==> src/rtl/i2c_evt_pkg.sv <==
package i2c_evt_pkg;
  localparam int CTL_EN  = 6;
  localparam int CTL_STA = 5;
  localparam int CTL_STO = 4;
  localparam int CTL_SI  = 3;
  localparam int CTL_AA  = 2;

  localparam logic [7:0] ST_START   = 8'h08;
  localparam logic [7:0] ST_RSTART  = 8'h10;
  localparam logic [7:0] ST_AW_ACK  = 8'h18;
  localparam logic [7:0] ST_AW_NACK = 8'h20;
  localparam logic [7:0] ST_DW_ACK  = 8'h28;
  localparam logic [7:0] ST_DW_NACK = 8'h30;
  localparam logic [7:0] ST_LOST    = 8'h38;
  localparam logic [7:0] ST_AR_ACK  = 8'h40;
  localparam logic [7:0] ST_AR_NACK = 8'h48;
  localparam logic [7:0] ST_DR_ACK  = 8'h50;
  localparam logic [7:0] ST_DR_NACK = 8'h58;
  localparam logic [7:0] ST_IDLE    = 8'hF8;

  typedef enum logic [2:0] {PH_IDLE, PH_HOLD, PH_START, PH_STOP, PH_BYTE} phase_e;

  // SCL period in clock cycles for a divider code
  function automatic int unsigned scl_div(input logic [2:0] sel);
    case (sel)
      3'b000:  return 256;
      3'b001:  return 224;
      3'b010:  return 192;
      3'b011:  return 160;
      3'b100:  return 960;
      3'b101:  return 120;
      default: return 60;
    endcase
  endfunction
endpackage

==> src/rtl/i2c_evt_qtimer.sv <==
module i2c_evt_qtimer
  import i2c_evt_pkg::*;
#(
  parameter int QCNT_W = 8
) (
  input  logic       clk_i,
  input  logic       rst_ni,
  input  logic       run_i,
  input  logic [2:0] sel_i,
  output logic       tick_o
);
  logic [QCNT_W-1:0] cnt_q;
  logic [QCNT_W-1:0] qlen;

  assign qlen   = QCNT_W'(scl_div(sel_i) / 4 - 1);
  assign tick_o = run_i && (cnt_q == '0);

  always_ff @(posedge clk_i or negedge rst_ni) begin
    if (!rst_ni)            cnt_q <= '0;
    else if (!run_i)        cnt_q <= qlen;
    else if (cnt_q == '0)   cnt_q <= qlen;
    else                    cnt_q <= cnt_q - 1'b1;
  end
endmodule

==> src/rtl/i2c_evt_engine.sv <==
module i2c_evt_engine
  import i2c_evt_pkg::*;
#(
  parameter int BYTE_W = 8
) (
  input  logic              clk_i,
  input  logic              rst_ni,
  input  logic              en_i,
  input  logic              go_i,
  input  logic              sta_i,
  input  logic              sto_i,
  input  logic              aa_i,
  input  logic [BYTE_W-1:0] tx_i,
  input  logic              tick_i,
  input  logic              sda_i,
  output logic              busy_o,
  output logic              scl_low_o,
  output logic              sda_low_o,
  output logic              evt_o,
  output logic              evt_si_o,
  output logic [7:0]        evt_code_o,
  output logic              rx_vld_o,
  output logic [BYTE_W-1:0] rx_o,
  output logic              clr_sta_o,
  output logic              clr_sto_o,
  output phase_e            phase_o
);
  localparam int BIT_W = $clog2(BYTE_W + 1);
  localparam logic [BIT_W-1:0] LAST = BIT_W'(BYTE_W);

  phase_e            phase_q;
  logic [1:0]        q_q;
  logic [BIT_W-1:0]  bit_q;
  logic [BYTE_W-1:0] sh_q;
  logic owned_q, addr_q, rd_q, aa_q, ack_q, chain_q, scl_q, sda_q;
  logic evt_q, evt_si_q, rx_vld_q, clr_sta_q, clr_sto_q;
  logic [7:0] code_q;
  logic rx_mode;

  assign rx_mode = rd_q && !addr_q;

  always_ff @(posedge clk_i or negedge rst_ni) begin
    if (!rst_ni) begin
      phase_q <= PH_IDLE; q_q <= '0; bit_q <= '0; sh_q <= '0;
      owned_q <= 1'b0; addr_q <= 1'b0; rd_q <= 1'b0; aa_q <= 1'b0;
      ack_q <= 1'b0; chain_q <= 1'b0; scl_q <= 1'b0; sda_q <= 1'b0;
      evt_q <= 1'b0; evt_si_q <= 1'b0; code_q <= ST_IDLE;
      rx_vld_q <= 1'b0; clr_sta_q <= 1'b0; clr_sto_q <= 1'b0;
    end else begin
      evt_q <= 1'b0; rx_vld_q <= 1'b0; clr_sta_q <= 1'b0; clr_sto_q <= 1'b0;
      if (!en_i) begin
        phase_q <= PH_IDLE; q_q <= '0; owned_q <= 1'b0; chain_q <= 1'b0;
        scl_q <= 1'b0; sda_q <= 1'b0;
      end else begin
        unique case (phase_q)
          PH_IDLE: if (go_i && sta_i) begin phase_q <= PH_START; q_q <= '0; end
          PH_HOLD: if (go_i) begin
            q_q <= '0;
            if (sto_i) begin
              phase_q <= PH_STOP; chain_q <= sta_i;
            end else if (sta_i) begin
              phase_q <= PH_START;
            end else begin
              phase_q <= PH_BYTE; sh_q <= tx_i; bit_q <= '0; aa_q <= aa_i;
              if (addr_q) rd_q <= tx_i[0];
            end
          end
          PH_START: if (tick_i) begin
            q_q <= q_q + 1'b1;
            unique case (q_q)
              2'd0: sda_q <= 1'b0;
              2'd1: scl_q <= 1'b0;
              2'd2: sda_q <= 1'b1;
              2'd3: begin
                scl_q <= 1'b1; phase_q <= PH_HOLD; owned_q <= 1'b1; addr_q <= 1'b1;
                evt_q <= 1'b1; evt_si_q <= 1'b1; clr_sta_q <= 1'b1;
                code_q <= owned_q ? ST_RSTART : ST_START;
              end
            endcase
          end
          PH_STOP: if (tick_i) begin
            q_q <= q_q + 1'b1;
            unique case (q_q)
              2'd0: sda_q <= 1'b1;
              2'd1: scl_q <= 1'b0;
              2'd2: sda_q <= 1'b0;
              2'd3: begin
                owned_q <= 1'b0; clr_sto_q <= 1'b1; chain_q <= 1'b0;
                if (chain_q) phase_q <= PH_START;
                else begin
                  phase_q <= PH_IDLE; evt_q <= 1'b1; evt_si_q <= 1'b0; code_q <= ST_IDLE;
                end
              end
            endcase
          end
          PH_BYTE: if (tick_i) begin
            q_q <= q_q + 1'b1;
            unique case (q_q)
              2'd0: begin
                if (bit_q == LAST) sda_q <= rx_mode ? aa_q : 1'b0;
                else               sda_q <= rx_mode ? 1'b0 : !sh_q[BYTE_W-1];
              end
              2'd1: scl_q <= 1'b0;
              2'd2: begin
                if (bit_q == LAST) ack_q <= !sda_i;
                else if (rx_mode)  sh_q <= {sh_q[BYTE_W-2:0], sda_i};
                else if (!sda_q && !sda_i) begin
                  // released a 1 but the line is low: another master won
                  phase_q <= PH_IDLE; owned_q <= 1'b0; scl_q <= 1'b0; sda_q <= 1'b0;
                  evt_q <= 1'b1; evt_si_q <= 1'b1; code_q <= ST_LOST;
                end
              end
              2'd3: begin
                scl_q <= 1'b1;
                if (bit_q == LAST) begin
                  phase_q <= PH_HOLD; addr_q <= 1'b0; evt_q <= 1'b1; evt_si_q <= 1'b1;
                  if (addr_q)       code_q <= rd_q ? (ack_q ? ST_AR_ACK : ST_AR_NACK)
                                                   : (ack_q ? ST_AW_ACK : ST_AW_NACK);
                  else if (rx_mode) begin
                    code_q <= aa_q ? ST_DR_ACK : ST_DR_NACK; rx_vld_q <= 1'b1;
                  end else          code_q <= ack_q ? ST_DW_ACK : ST_DW_NACK;
                end else begin
                  bit_q <= bit_q + 1'b1;
                  if (!rx_mode) sh_q <= {sh_q[BYTE_W-2:0], 1'b0};
                end
              end
            endcase
          end
          default: phase_q <= PH_IDLE;
        endcase
      end
    end
  end

  assign busy_o     = (phase_q == PH_START) || (phase_q == PH_STOP) || (phase_q == PH_BYTE);
  assign scl_low_o  = scl_q;
  assign sda_low_o  = sda_q;
  assign evt_o      = evt_q;
  assign evt_si_o   = evt_si_q;
  assign evt_code_o = code_q;
  assign rx_vld_o   = rx_vld_q;
  assign rx_o       = sh_q;
  assign clr_sta_o  = clr_sta_q;
  assign clr_sto_o  = clr_sto_q;
  assign phase_o    = phase_q;
endmodule

==> src/rtl/i2c_evt_master.sv <==
module i2c_evt_master
  import i2c_evt_pkg::*;
#(
  parameter int ADDR_W = 4,
  parameter int QCNT_W = 8
) (
  input  logic              clk_i,
  input  logic              rst_ni,
  input  logic [ADDR_W-1:0] addr_i,
  input  logic              wr_en_i,
  input  logic [7:0]        wr_data_i,
  output logic [7:0]        rd_data_o,
  output logic              irq_o,
  output logic              scl_oe_o,
  output logic              sda_oe_o,
  input  logic              sda_i
);
  localparam logic [ADDR_W-1:0] A_CTL  = ADDR_W'(0);
  localparam logic [ADDR_W-1:0] A_STAT = ADDR_W'(4);
  localparam logic [ADDR_W-1:0] A_DAT  = ADDR_W'(8);

  logic [7:0] ctl_q, stat_q, dat_q;
  logic [1:0] sda_sync_q;
  logic       go_q, wr_ctl, tick, busy;
  logic       evt, evt_si, rx_vld, clr_sta, clr_sto;
  logic [7:0] evt_code, rx_byte;
  phase_e     eng_phase;

  assign wr_ctl = wr_en_i && (addr_i == A_CTL);

  always_ff @(posedge clk_i or negedge rst_ni) begin
    if (!rst_ni) sda_sync_q <= 2'b11;
    else         sda_sync_q <= {sda_sync_q[0], sda_i};
  end

  always_ff @(posedge clk_i or negedge rst_ni) begin
    if (!rst_ni) begin
      ctl_q <= '0; stat_q <= ST_IDLE; dat_q <= '0; go_q <= 1'b0;
    end else begin
      go_q <= wr_ctl && wr_data_i[CTL_EN] && !wr_data_i[CTL_SI];
      if (wr_ctl) begin
        ctl_q         <= wr_data_i;
        ctl_q[CTL_SI] <= ctl_q[CTL_SI] && wr_data_i[CTL_SI] && wr_data_i[CTL_EN];
      end
      if (clr_sta)       ctl_q[CTL_STA] <= 1'b0;
      if (clr_sto)       ctl_q[CTL_STO] <= 1'b0;
      if (evt && evt_si) ctl_q[CTL_SI]  <= 1'b1;
      if (!ctl_q[CTL_EN]) stat_q <= ST_IDLE;
      else if (evt)       stat_q <= evt_code;
      if (wr_en_i && addr_i == A_DAT) dat_q <= wr_data_i;
      if (rx_vld)                     dat_q <= rx_byte;
    end
  end

  i2c_evt_qtimer #(.QCNT_W(QCNT_W)) u_timer (
    .clk_i  (clk_i),
    .rst_ni (rst_ni),
    .run_i  (busy),
    .sel_i  ({ctl_q[7], ctl_q[1], ctl_q[0]}),
    .tick_o (tick)
  );

  i2c_evt_engine #(.BYTE_W(8)) u_engine (
    .clk_i      (clk_i),
    .rst_ni     (rst_ni),
    .en_i       (ctl_q[CTL_EN]),
    .go_i       (go_q),
    .sta_i      (ctl_q[CTL_STA]),
    .sto_i      (ctl_q[CTL_STO]),
    .aa_i       (ctl_q[CTL_AA]),
    .tx_i       (dat_q),
    .tick_i     (tick),
    .sda_i      (sda_sync_q[1]),
    .busy_o     (busy),
    .scl_low_o  (scl_oe_o),
    .sda_low_o  (sda_oe_o),
    .evt_o      (evt),
    .evt_si_o   (evt_si),
    .evt_code_o (evt_code),
    .rx_vld_o   (rx_vld),
    .rx_o       (rx_byte),
    .clr_sta_o  (clr_sta),
    .clr_sto_o  (clr_sto),
    .phase_o    (eng_phase)
  );

  always_comb begin
    unique case (addr_i)
      A_CTL:   rd_data_o = ctl_q;
      A_STAT:  rd_data_o = stat_q;
      A_DAT:   rd_data_o = dat_q;
      default: rd_data_o = '0;
    endcase
  end

  assign irq_o = ctl_q[CTL_SI];
endmodule

==> config.mk <==
export PLATFORM = sky130hd
export DESIGN_NAME = i2c_evt_master
export DESIGN_NICKNAME = d
export VERILOG_FILES = /design/src/rtl/i2c_evt_pkg.sv /design/src/rtl/i2c_evt_qtimer.sv /design/src/rtl/i2c_evt_engine.sv /design/src/rtl/i2c_evt_master.sv
export SDC_FILE = /design/constraint.sdc
export NUM_CORES = 1
export LEC_CHECK = 0
export BUFFER_PORTS_ARGS = -buffer_cell sky130_fd_sc_hd__buf_2
export CAP_MARGIN = 20
export CORE_ASPECT_RATIO = 1.25
export CORE_MARGIN = 2
export CORE_UTILIZATION = 37
export CTS_CLUSTER_SIZE = 24
export DETAILED_ROUTE_END_ITERATION = 8
export PLACE_DENSITY = 0.57
export SLEW_MARGIN = 5
export SYNTH_ARGS = -nofsm -noshare
export SYNTH_HDL_FRONTEND = slang
export SYNTH_SLANG_ARGS = --single-unit
==> constraint.sdc <==
create_clock -name clk_i -period 2.1 [get_ports clk_i]
set_input_delay 0.315 -clock clk_i [delete_from_list [all_inputs] [get_ports clk_i]]
set_output_delay 0.315 -clock clk_i [all_outputs]
set_load 0.01 [all_outputs]
Yosys cells after proc, flatten, opt, wreduce, memory -nomap -nowiden
Index checks and enable logic that the tools add are counted.
- register bits: 73
- bits in latches: 0
- memory bits (writable): 0
- bits in read-only memories: 0
- input port bits: 16
- output and inout port bits: 11
- logic and storage cells: 283
- memories: 0
- add/subtract/negate cells: 4
- $mul: 0
- div/mod/pow operators: 0
- magnitude comparators: 0
- equality and inequality tests: 63
- shift operators: 0
- multiplexer cells: 143
- bitwise operators: 2
- reductions and logical operators: 44
- operators by type and width (operator ; count):
    $mux 8 ; 27
    $mux 1 ; 61
    $pmux 10 s6 ; 1
    $ne 3x3->1 const B ; 16
    $pmux 8 s2 ; 3
    $pmux 8 s3 ; 2
    $mux 3 ; 14
    $mux 4 ; 8
    $reduce_and 10->1 ; 3
    $ne 4x4->1 const B ; 7
    $ne 2x2->1 const B ; 11
    $ne 3x2->1 const B ; 6
    $pmux 1 s3 ; 6
    $pmux 1 s2 ; 8
    $sub 8x1->8 const B ; 2
    $pmux 3 s5 ; 1
    $reduce_and 5->1 ; 3
    $reduce_and 13->1 ; 1
    $eq 3x2->1 const B ; 4
    $mux 6 ; 2
    $reduce_and 12->1 ; 1
    $reduce_bool 2->1 ; 6
    $logic_and 1x1->1 ; 11
    $reduce_and 11->1 ; 1
    other kinds (32) ; 51

Longest topological paths before layout
Gate-level depths: netlist of run 1.
- depth in word-level cells: 9
- mapped depth: 9

By module
From an unflattened synthesis of run 1, not the netlist that was laid out.
- cells, all modules: 414
- area total of the unflattened synthesis: 4134.0 um^2
- by module, submodules not included (module ; times used ; cells each ; area an instance (um^2) ; seq. area each (um^2)):
    i2c_evt_engine ; 1 ; 245 ; 2252.2 ; 882.1
    i2c_evt_master ; 1 ; 120 ; 1385.1 ; 684.4
    i2c_evt_qtimer ; 1 ; 49 ; 496.7 ; 200.2

Worst setup path after synthesis of run 1
No wires, ideal clock.
- kind: flip-flop to flip-flop
- start point: register u_engine.bit_q[0]
- end point: register u_engine.evt_si_q, in the netlist u_engine.evt_si_o
- arrival: 2029 ps
- required time: 1975 ps
- path slack: -54 ps
- stages on the path, launching flop included: 9
- path buffers: 1
- period minus slack after synthesis: 2154 ps
- path through: dfrtp_1 -> inv_1 -> ha_1 -> and3b_1 -> nor4_2 -> a311oi_1 -> or4_1 -> buf_6 -> mux2_4
- longest elaborated chain between the ends: 3
- elaborated cells between the ends (all ways): 4
- those cells by class: 3 x eq/ne; 1 x reduce/logical
- ends and longest elaborated chain (what ; line ; text):
    from (decl) ; i2c_evt_engine.sv:33 ; logic [BIT_W-1:0] bit_q;
    from (signal assigned) ; i2c_evt_engine.sv:123 ; bit_q <= bit_q + 1'b1;
    $eq 4x4->1 (*) ; i2c_evt_engine.sv:105, i2c_evt_engine.sv:115 ;
    $ne 3x2->1 (no line) or $ne 3x3->1 (tied branches) ; n/a ;
    $reduce_and 13->1 (no line) (*) ; n/a ;
    to (signal assigned) ; i2c_evt_engine.sv:91 ; phase_q <= PH_IDLE; evt_q <= 1'b1; evt_si_q <= 1'b0; code_q <= ST_IDLE;
    to (signal assigned) ; i2c_evt_engine.sv:110 ; evt_q <= 1'b1; evt_si_q <= 1'b1; code_q <= ST_LOST;
    to (signal assigned) ; i2c_evt_engine.sv:116 ; phase_q <= PH_HOLD; addr_q <= 1'b0; evt_q <= 1'b1; evt_si_q <= 1'b1;
    to (decl) ; i2c_evt_engine.sv:36 ; logic evt_q, evt_si_q, rx_vld_q, clr_sta_q, clr_sto_q;
Every way passes the cells marked *; elsewhere a longest branch is shown, timed or not.
A chain may end at the register's enable or synchronous reset.

Worst setup path in the final report of run 1
Same ends and word-level chain as after synthesis.

==> flow_metrics.env, run 1 <==
export IMPL_outcome="complete, but fails checks"
export IMPL_violations="hold timing"
export IMPL_final_setup_skew_ns=0.00632
export IMPL_synth_largest_area_cell="dfrtp_1"
export IMPL_cts_tree="done"
export IMPL_hp_class="input pin to async pin"
export IMPL_finalSetupTns_ns=0
export IMPL_drt_wirelength_per_cell_um=16.9
export IMPL_top_usage_layer="met2"
export IMPL_yosys_most_used_dff="dfrtp_1"
export IMPL_synth_top_family_by_area="simple AND/OR/NAND/NOR gates"
export IMPL_start_util_pct=38.1
export IMPL_synth_area_top_cells="dfrtp_1 (36%), dfstp_2 (8.1%), mux2i_1 (7.5%), nand2_1 (5.7%), mux2_2 (4.4%)"
export IMPL_slew_headroom_pct=65.2
export IMPL_synth_xor_area_share_pct=1.13
export IMPL_grt_pass1_wl_um=17200
export IMPL_floorplan_die_width_um=95.5
export IMPL_grt_max_degree=68
export IMPL_core_area_um2=10200
export IMPL_yosysMostFrequentCell="nand2_1"
export IMPL_cts_max_level=3
export IMPL_grt_pass1_vias=3449
export IMPL_max_freq_mhz=485
export IMPL_worstPathRequired_ns=2.32
export IMPL_crit_fanout=6
export IMPL_final_util_pct=47.8
export IMPL_p_seq_share_pct=38.8
export IMPL_async_flop_share_pct=100
export IMPL_place_congestion=0.920
export IMPL_slew_violations=0
export IMPL_cts_sinks=67
export IMPL_grt_overflow_total=0
export IMPL_hpwl_um=7730
export IMPL_worst_skew_pair_late_latency_ns=0.33
export IMPL_clkSlewWorstSetupHoldPaths_ns=0.06
export IMPL_first_iter_violations=126
export IMPL_cap_violations=0
export IMPL_ys_ff_latch=67
export IMPL_die_h_um=118
export IMPL_muxShareOfSynthArea_pct=13.8
export IMPL_power_density_nw_per_um2=868
export IMPL_vias_per_cell=5.36
export IMPL_switching_power_uw=1370
export IMPL_clock_tree_root_cell="clkbuf_16"
export IMPL_arrival_ns=2.28
export IMPL_vias=3299
export IMPL_cts_buffers=9
export IMPL_synth_cells=412
export IMPL_p_int_uw=2850
export IMPL_place_area_um2=4480
export IMPL_grt_use_met1_pct=24.7
export IMPL_fin_crit_ns=2.06
export IMPL_worstSetupEndpointType="flop"
export IMPL_row_count=41
export IMPL_rsz0062_at_grt="true"
export IMPL_ant_nets=0
export IMPL_routed_wl_um=10400
export IMPL_n_antenna_cell=0
export IMPL_synth_compound_area_share_pct=13.6
export IMPL_finalSetupViolations=0
export IMPL_nets=508
export IMPL_worst_hold_slack_ns=-0.0220
export IMPL_grtUsageTotal_pct=19.8
export IMPL_ys_types=61
export IMPL_synthSimpleGateAreaFrac_pct=20.2
export IMPL_use_met2_pct=32.7
export IMPL_synth_top_area_share_pct=35.5
export IMPL_cp_start_kind="flop"
export IMPL_dieArea_um2=11300
export IMPL_design_area_um2=4850
export IMPL_worstSetupPathType="flop to flop"
export IMPL_syn_num_nets=438
export IMPL_finalHoldViolCount=8
export IMPL_portBuffers=26
export IMPL_ir_worst_vdd_mv=0.404
export IMPL_antenna_found_initial=0
export IMPL_syn_cell_area_um2=3870
export IMPL_post_route_period_util_pct=98.2
export IMPL_p_leak_uw=0.00221
export IMPL_swShare_pct=32.4
export IMPL_drtPass1Iterations=5
export IMPL_drive_gt1_share_pct=31.0
export IMPL_cts_buffer_depth=2
export IMPL_ys_warnings_count=0
export IMPL_synthAdderAreaFrac_pct=3.23
export IMPL_yosysSeqAreaShare_pct=43.7
export IMPL_syn_to_final_growth_pct=25.3
export IMPL_tightest_slew_ns=0.521
export IMPL_grtUsageMet3_pct=4.53
export IMPL_drc=0
export IMPL_ios=27
export IMPL_combinationalPowerShare_pct=26.4
export IMPL_avgSynthCellArea_um2=9.40
export IMPL_ys_top_cells_by_count="nand2_1 (59), dfrtp_1 (55), a21oi_1 (30), nor2_1 (30), mux2i_1 (29)"
export IMPL_synth_edf_count=0
export IMPL_p_clk_share_pct=34.8
## power by group through the flow
stage	Sequential (µW)	Combinational (µW)	Clock, µW
after global routing	1660	1230	1560
after CTS	1630	1080	1500
final	1640	1110	1460
after detailed placement	1650	1070	0
after global placement	1640	1060	0
after floorplan	1610	645	0
## critical path, stage by stage, from the launching register on
cell and delay [ns]:
dfrtp_1 0.36, inv_2 0.06, ha_4 0.15, and3b_2 0.23, nor4_4 0.19, a311oi_1 0.13, or4_4 0.50, mux2_4 0.32
## sequential cells by signal, indices dropped and copies added (netlist names), 2 cells and up
register and flops:
dat_q 8, u_engine.rx_o 8, stat_q 5, u_engine.q_q 2, u_engine.phase_o 3, ctl_q 8
sda_sync_q 2, u_engine.evt_code_o 5, u_engine.bit_q 4, u_timer.cnt_q 8
## through the flow
stage / std cells / total power (µW) / setup slack, ns
2_1_floorplan: 412 / 2260 / -0.00613
3_3_place_gp: 597 / 2700 / 0.00383
3_5_place_dp: 597 / 2720 / -0.0647
4_1_cts: 614 / 4220 / 0.00208
5_1_grt: 616 / 4450 / -0.0132
6_report: 616 / 4210 / 0.0385
## path summary, 6_finish.rpt
path	to	slack, ns	cells after the start	start
worst max-delay path	u_engine.evt_si_o	0.04	7	u_engine.bit_q[0]
worst min-delay path	u_timer.cnt_q[6]	-0.02	2	rst_ni
worst max register to register	u_engine.evt_si_o	0.04	7	u_engine.bit_q[0]
worst min register to register	sda_sync_q[1]	0.35	0	sda_sync_q[0]
max in group asynchronous	sda_sync_q[0]	1.76	2	rst_ni
min in group clk_i	sda_sync_q[0]	0.08	1	sda_i
## kinds of logic after synthesis
| kind of cell | count (synthesis) |
|---|---|
| DFF | 67 |
| xor gates and xnor gates | 5 |
| adders and majority gates | 10 |
| muxes | 49 |
| AOI/OAI and AO/OA | 86 |
| buffers and inverters | 40 |
| and+or+nand+nor | 155 |
## cell type report
cell class	count	area, µm²
timing repair buffer	82	571
multi-input combinational	305	2080
clock inverter	5	53.8
tap	129	161
fill	981	5310
clock buffer	11	233
inverter	17	63.8
sequential	67	1690
## cell usage in the layout, fill, tap and decap left out, drive strengths merged, types with 3 or more instances in the layout
master	synthesis	final
a21boi	3	3
a21oi	30	30
a31oi	6	6
buf	10	82
clkbuf	13	11
clkinv	0	4
dfrtp	55	55
dfstp	12	12
ha	10	10
inv	17	17
mux2	20	20
mux2i	29	29
nand2	60	60
nand2b	8	8
nand3	10	10
nand4	4	4
nor2	30	30
nor2b	8	8
nor3	12	12
nor3b	4	4
nor4	6	6
o211ai	3	3
o21ai	25	25
xnor2	3	3
## timing repair
action	4_1_cts	5_1_grt
endpoints found under the setup margin	9	25
pin swaps	0	5
buffers inserted	1	2
hold buffers	0	0
resized for setup	8	12
## layer usage
metal	up-vias	wire, µm
met5	-	0
met4	0	223
met3	18	380
met2	66	5250
met1	1624	4550
li1	1591	-
Power figures use the tool's default switching activity.
==> inputs of run 2 (changes only) <==
--- a/config.mk
+++ b/config.mk
@@ -13,4 +13,5 @@
 export CTS_CLUSTER_SIZE = 24
 export DETAILED_ROUTE_END_ITERATION = 8
+export GPL_ROUTABILITY_DRIVEN = 0
 export PLACE_DENSITY = 0.57
 export SLEW_MARGIN = 5
==> constraint.sdc (replaced) <==
create_clock -name clk_i -period 2.1 [get_ports clk_i]
set_input_delay 0.42 -clock clk_i [delete_from_list [all_inputs] [get_ports clk_i]]
set_output_delay 0.42 -clock clk_i [all_outputs]
set_load 0.01 [all_outputs]
==> run 2 against run 1 <==
  * The run now ends clean
  * Critical endpoint unchanged
  * Wire length fell by 0.65%
  * Die area stayed put
  * Combinational power up 6%
  * Cell area is essentially flat
  * Global-route usage is 0.84 points lower
  * Clock skew decreased by 0.0010 ns
  * Maximum frequency grew 1.5%
  * Setup slack better by 0.031 ns
  * Sequential cell count unchanged
  * Final cell count did not move
  * Hold slack improved by 0.12 ns
  * Non-clock buffer count unchanged
==> flow_metrics.env, run 2 (same netlist as run 1, synthesis figures left out) <==
export IMPL_cpPeakStageDelay_ns=0.50
export IMPL_routed_wl_um=10300
export IMPL_ir_worst_vdd_mv=0.395
export IMPL_final_setup_skew_ns=0.00529
export IMPL_ff_latch_area_um2=1690
export IMPL_fin_crit_ns=2.03
export IMPL_p_total_uw=4200
export IMPL_cts_tree="done"
export IMPL_post_route_period_util_pct=96.7
export IMPL_final_util_pct=47.8
export IMPL_crit_slowest_cell="or4_4"
export IMPL_dieArea_um2=11300
export IMPL_cap_violations=0
export IMPL_p_clk_share_pct=33.3
export IMPL_cts_buffers=9
export IMPL_p_int_uw=2810
export IMPL_start_util_pct=38.1
export IMPL_path_delay_family="simple AND/OR/NAND/NOR gates"
export IMPL_slew_violations=0
export IMPL_drive_gt1_share_pct=31.2
export IMPL_clock_tree_root_cell="clkbuf_16"
export IMPL_n_antenna_cell=0
export IMPL_cts_buffer_depth=2
export IMPL_grt_max_degree=68
export IMPL_worst_skew_pair_late_latency_ns=0.33
export IMPL_grt_overflow_total=0
export IMPL_drt_wirelength_per_cell_um=16.8
export IMPL_portBuffers=26
export IMPL_p_leak_uw=0.00220
export IMPL_grt_pass1_vias=3255
export IMPL_drc=0
export IMPL_floorplan_die_width_um=95.5
export IMPL_worst_hold_slack_ns=0.0978
export IMPL_hp_class="input pin to async pin"
export IMPL_max_freq_mhz=492
export IMPL_combinationalPowerShare_pct=28.0
export IMPL_place_area_um2=4460
export IMPL_rsz0062_at_grt="true"
export IMPL_cp_start_kind="flop"
export IMPL_clkSlewWorstSetupHoldPaths_ns=0.06
export IMPL_finalSetupTns_ns=0
export IMPL_worstSetupPathType="flop to flop"
export IMPL_outcome="finished clean"
export IMPL_finalHoldViolCount=0
export IMPL_switching_power_uw=1400
export IMPL_grt_pass1_wl_um=16400
export IMPL_drtPass1Iterations=4
export IMPL_nets=508
export IMPL_grtUsageTotal_pct=19.0
export IMPL_power_density_nw_per_um2=866
export IMPL_design_area_um2=4850
export IMPL_die_h_um=118
export IMPL_syn_to_final_growth_pct=25.3
export IMPL_slew_headroom_pct=70.7
export IMPL_ios=27
export IMPL_crit_fanout=6
export IMPL_swShare_pct=33.2
export IMPL_worstPathRequired_ns=2.32
export IMPL_arrival_ns=2.25
export IMPL_hpwl_um=7610
export IMPL_core_area_um2=10200
export IMPL_worstSetupEndpointType="flop"
export IMPL_layout_common_cells="nand2_1 (59), dfrtp_1 (55), buf_4 (55)"
export IMPL_cts_max_level=3
export IMPL_vias=3275
export IMPL_antenna_found_initial=0
export IMPL_finalSetupViolations=0
export IMPL_vias_per_cell=5.32
export IMPL_p_seq_share_pct=38.8
export IMPL_cp_cell_sequence="inv_2, ha_4, and3b_2, nor4_4, a311oi_1, or4_4, mux2_4"
export IMPL_multi_input_area_um2=2100
export IMPL_first_iter_violations=123
export IMPL_tightest_slew_ns=0.435
export IMPL_final_common_cell="nand2_1"
export IMPL_row_count=41
export IMPL_n_fill_cell=954
export IMPL_ant_nets=0
export IMPL_crit_buf_inv=1
export IMPL_cts_sinks=67
run 2: stage by stage:
| stage | instances | worst slack [ns] |
|---|---|---|
| detailed placement | 594 | -0.0606 |
| global placement | 594 | -0.00296 |
| global route | 616 | -0.0118 |
| CTS | 613 | 0.00461 |
| finish | 616 | 0.0690 |
| floorplan | 412 | -0.00613 |
run 2: power by group through the flow:
stage               Sequential [µW]  Combinational (µW)  Clock (µW)
floorplan                      1610                 645           0
detailed placement             1640                1090           0
CTS                            1630                1110        1430
global placement               1640                1070           0
finish                         1630                1180        1400
global route                   1650                1300        1490
run 2: cell type report:
| cell class | instances | area share (%) |
|---|---|---|
| flip-flops and latches | 67 | 34.9 |
| multi-input cells | 305 | 43.3 |
| repair buffers | 82 | 11.6 |
| well taps | 129 | 3.33 |
| clock inverters | 4 | 0.541 |
| inverters | 17 | 1.31 |
| clock buffers | 12 | 5.08 |
run 2: per-layer routing:
layer	GRT usage [%]	vias to the layer above	wire length, µm
met5	0	-	0
met4	9.02	0	284
met3	3.44	20	484
met2	30.8	87	5120
met1	24.2	1571	4450
li1	-	1597	-
run 2: repair_timing:
item | CTS | global route
setup buffers | 3 | 3
gates resized for setup | 5 | 17
endpoints found under the setup margin | 8 | 23
hold buffers | 0 | 0
pin swaps | 1 | 3
run 2: final timing paths:
| kind | depth (start not counted) | slack (ns) | start | to |
|---|---|---|---|---|
| worst max register to register | 7 | 0.07 | u_engine.bit_q[0] | u_engine.evt_si_o |
| worst min register to register | 0 | 0.35 | sda_sync_q[0] | sda_sync_q[1] |
| min in group clk_i | 1 | 0.19 | sda_i | sda_sync_q[0] |
| worst min-delay path | 2 | 0.1 | rst_ni | u_timer.cnt_q[5] |
| worst max-delay path | 7 | 0.07 | u_engine.bit_q[0] | u_engine.evt_si_o |
| max in group asynchronous | 2 | 1.67 | rst_ni | sda_sync_q[1] |
==> inputs of run 3 (changes only) <==
Settings changed: PLACE_DENSITY 0.57 to 0.55.
Clock period 2.1 ns to 2.5 ns, I/O delays scaled along.
==> run 3 against run 2 <==
  * Critical endpoint is now u_engine.sda_low_o
  * Clock skew up 0.0020 ns
  * Sequential cell count unchanged
  * Sequential share of layout area up 2.8 points
  * Hold slack better by 0.060 ns
  * Via count down 3.7%
  * Die area unchanged
  * Critical path depth up 1
  * Clock-buffer cell count down 1
  * Largest power group unchanged
  * Total power down 19%
  * Final cell count down 5.8%
==> flow_metrics.env, run 3 (same netlist as run 1, synthesis figures left out) <==
export IMPL_outcome="finished clean"
export IMPL_cts_sinks=67
export IMPL_finalSetupTns_ns=0
export IMPL_worst_skew_pair_late_latency_ns=0.33
export IMPL_power_density_nw_per_um2=758
export IMPL_n_antenna_cell=0
export IMPL_post_route_period_util_pct=94.3
export IMPL_start_util_pct=38.1
export IMPL_floorplan_die_width_um=95.5
export IMPL_first_iter_violations=109
export IMPL_final_common_cell="nand2_1"
export IMPL_worstSetupEndpointType="flop"
export IMPL_max_freq_mhz=424
export IMPL_vias=3155
export IMPL_vias_per_cell=5.44
export IMPL_ios=27
export IMPL_final_util_pct=44.3
export IMPL_worstPathRequired_ns=2.71
export IMPL_slew_headroom_pct=61.2
export IMPL_final_setup_worst_slack_ns=0.144
export IMPL_p_leak_uw=0.00201
export IMPL_clock_tree_root_cell="clkbuf_16"
export IMPL_rr_worst_depth=8
export IMPL_finalSetupViolations=0
export IMPL_design_area_um2=4500
export IMPL_grt_overflow_total=0
export IMPL_cts_tree="done"
export IMPL_worstSetupPathType="flop to flop"
export IMPL_core_area_um2=10200
export IMPL_cts_buffers=9
export IMPL_hp_class="input pin to async pin"
export IMPL_antenna_found_initial=0
export IMPL_reg2reg_slack_ns=0.14
export IMPL_preCtsSetupSlack_ns=0.168
export IMPL_grt_pass1_wl_um=16700
export IMPL_die_h_um=118
export IMPL_place_area_um2=4200
export IMPL_r2r_start="u_engine.bit_q[0]"
export IMPL_endpoint="u_engine.sda_low_o"
export IMPL_hpwl_um=7580
export IMPL_slew_violations=0
export IMPL_portBuffers=26
export IMPL_cts_max_level=3
export IMPL_cts_buffer_depth=2
export IMPL_nets=472
export IMPL_finalHoldViolCount=0
export IMPL_drtPass1Iterations=4
export IMPL_cp_start_kind="flop"
export IMPL_fin_crit_ns=2.36
export IMPL_cts_resized_gates=0
export IMPL_arrival_ns=2.57
export IMPL_crit_fanout=4
export IMPL_holdBufCountCts=0
export IMPL_tightest_slew_ns=0.580
export IMPL_crit_start="u_engine.bit_q[0]"
export IMPL_routed_wl_um=10100
export IMPL_cap_violations=0
export IMPL_grt_pass1_vias=3227
export IMPL_syn_to_final_growth_pct=16.1
export IMPL_layout_common_cells="nand2_1 (59), dfrtp_1 (55), a21oi_1 (30), nor2_1 (30), mux2i_1 (29)"
export IMPL_ant_nets=0
export IMPL_rsz0062_at_grt="false"
export IMPL_n_fill_cell=1007
export IMPL_row_count=41
export IMPL_drc=0
export IMPL_ir_worst_vdd_mv=0.359
export IMPL_grtUsageTotal_pct=19.3
export IMPL_drive_gt1_share_pct=22.8
export IMPL_post_cts_buffers=0
export IMPL_grt_max_degree=25
export IMPL_clkSlewWorstSetupHoldPaths_ns=0.06
export IMPL_final_setup_skew_ns=0.00731
export IMPL_reg2reg_to="u_engine.sda_low_o"
export IMPL_drt_wirelength_per_cell_um=17.4
export IMPL_dieArea_um2=11300
-- run 3: cell count changes in the layout (fill, tap and decap cells not counted), moves of 2 or more --
cell	previous run	this run
buf_4	55	20
inv_1	12	17
inv_2	5	0
ha_1	8	10
-- run 3: worst min path at each step --
stage,startpoint,to,slack (ns),cells past startpoint
6_report,rst_ni,ctl_q[1],0.16,1
4_1_cts,rst_ni,ctl_q[1],0.16,1
5_1_grt,rst_ni,ctl_q[1],0.19,1
2_1_floorplan,rst_ni,ctl_q[0],0.20,0
3_5_place_dp,sda_sync_q[0],sda_sync_q[1],0.35,0
3_3_place_gp,sda_sync_q[0],sda_sync_q[1],0.35,0
-- run 3: worst max-delay path: stages (launching register included) --
cell and delay [ns]:
dfrtp_1 0.36, inv_1 0.08, ha_1 0.21, and3b_1 0.22, nor4_2 0.24, buf_4 0.19, nor2_1 0.08, o41ai_1 0.48
mux2_2 0.39
-- run 3: report_power, final --
| group | internal (µW) | switching, µW | leakage (µW) |
|---|---|---|---|
| registers | 1220 | 190 | 0.000844 |
| clock network | 768 | 457 | 0.000143 |
| logic | 318 | 457 | 0.00103 |
| total | 2300 | 1100 | 0.00201 |
-- run 3: metrics by stage --
step / cells / total power (µW) / hold WS, ns
after floorplan: 412 / 1890 / 0.204
after global placement: 563 / 2180 / 0.345
after detailed placement: 563 / 2200 / 0.347
after CTS: 579 / 3440 / 0.163
after global routing: 580 / 3620 / 0.186
final: 580 / 3410 / 0.157
-- run 3: area by class of cell --
class	instances	area, µm²	area share, %
Sequential cell	67	1690	37.6
Timing Repair Buffer	46	280	6.23
Clock buffer	11	233	5.18
Multi-Input combinational cell	305	2010	44.8
Tap cell	129	161	3.59
Inverter	17	63.8	1.42
Clock inverter	5	53.8	1.20
-- run 3: per-layer routing --
metal | routed length (µm) | up-vias | global-route usage (%) | share of wire [%]
li1 | - | 1520 | - | -
met1 | 4110 | 1510 | 23.8 | 41
met2 | 5070 | 99 | 31.6 | 50
met3 | 528 | 26 | 3.95 | 5.2
met4 | 375 | 0 | 9.55 | 3.7
met5 | 0 | - | 0 | 0
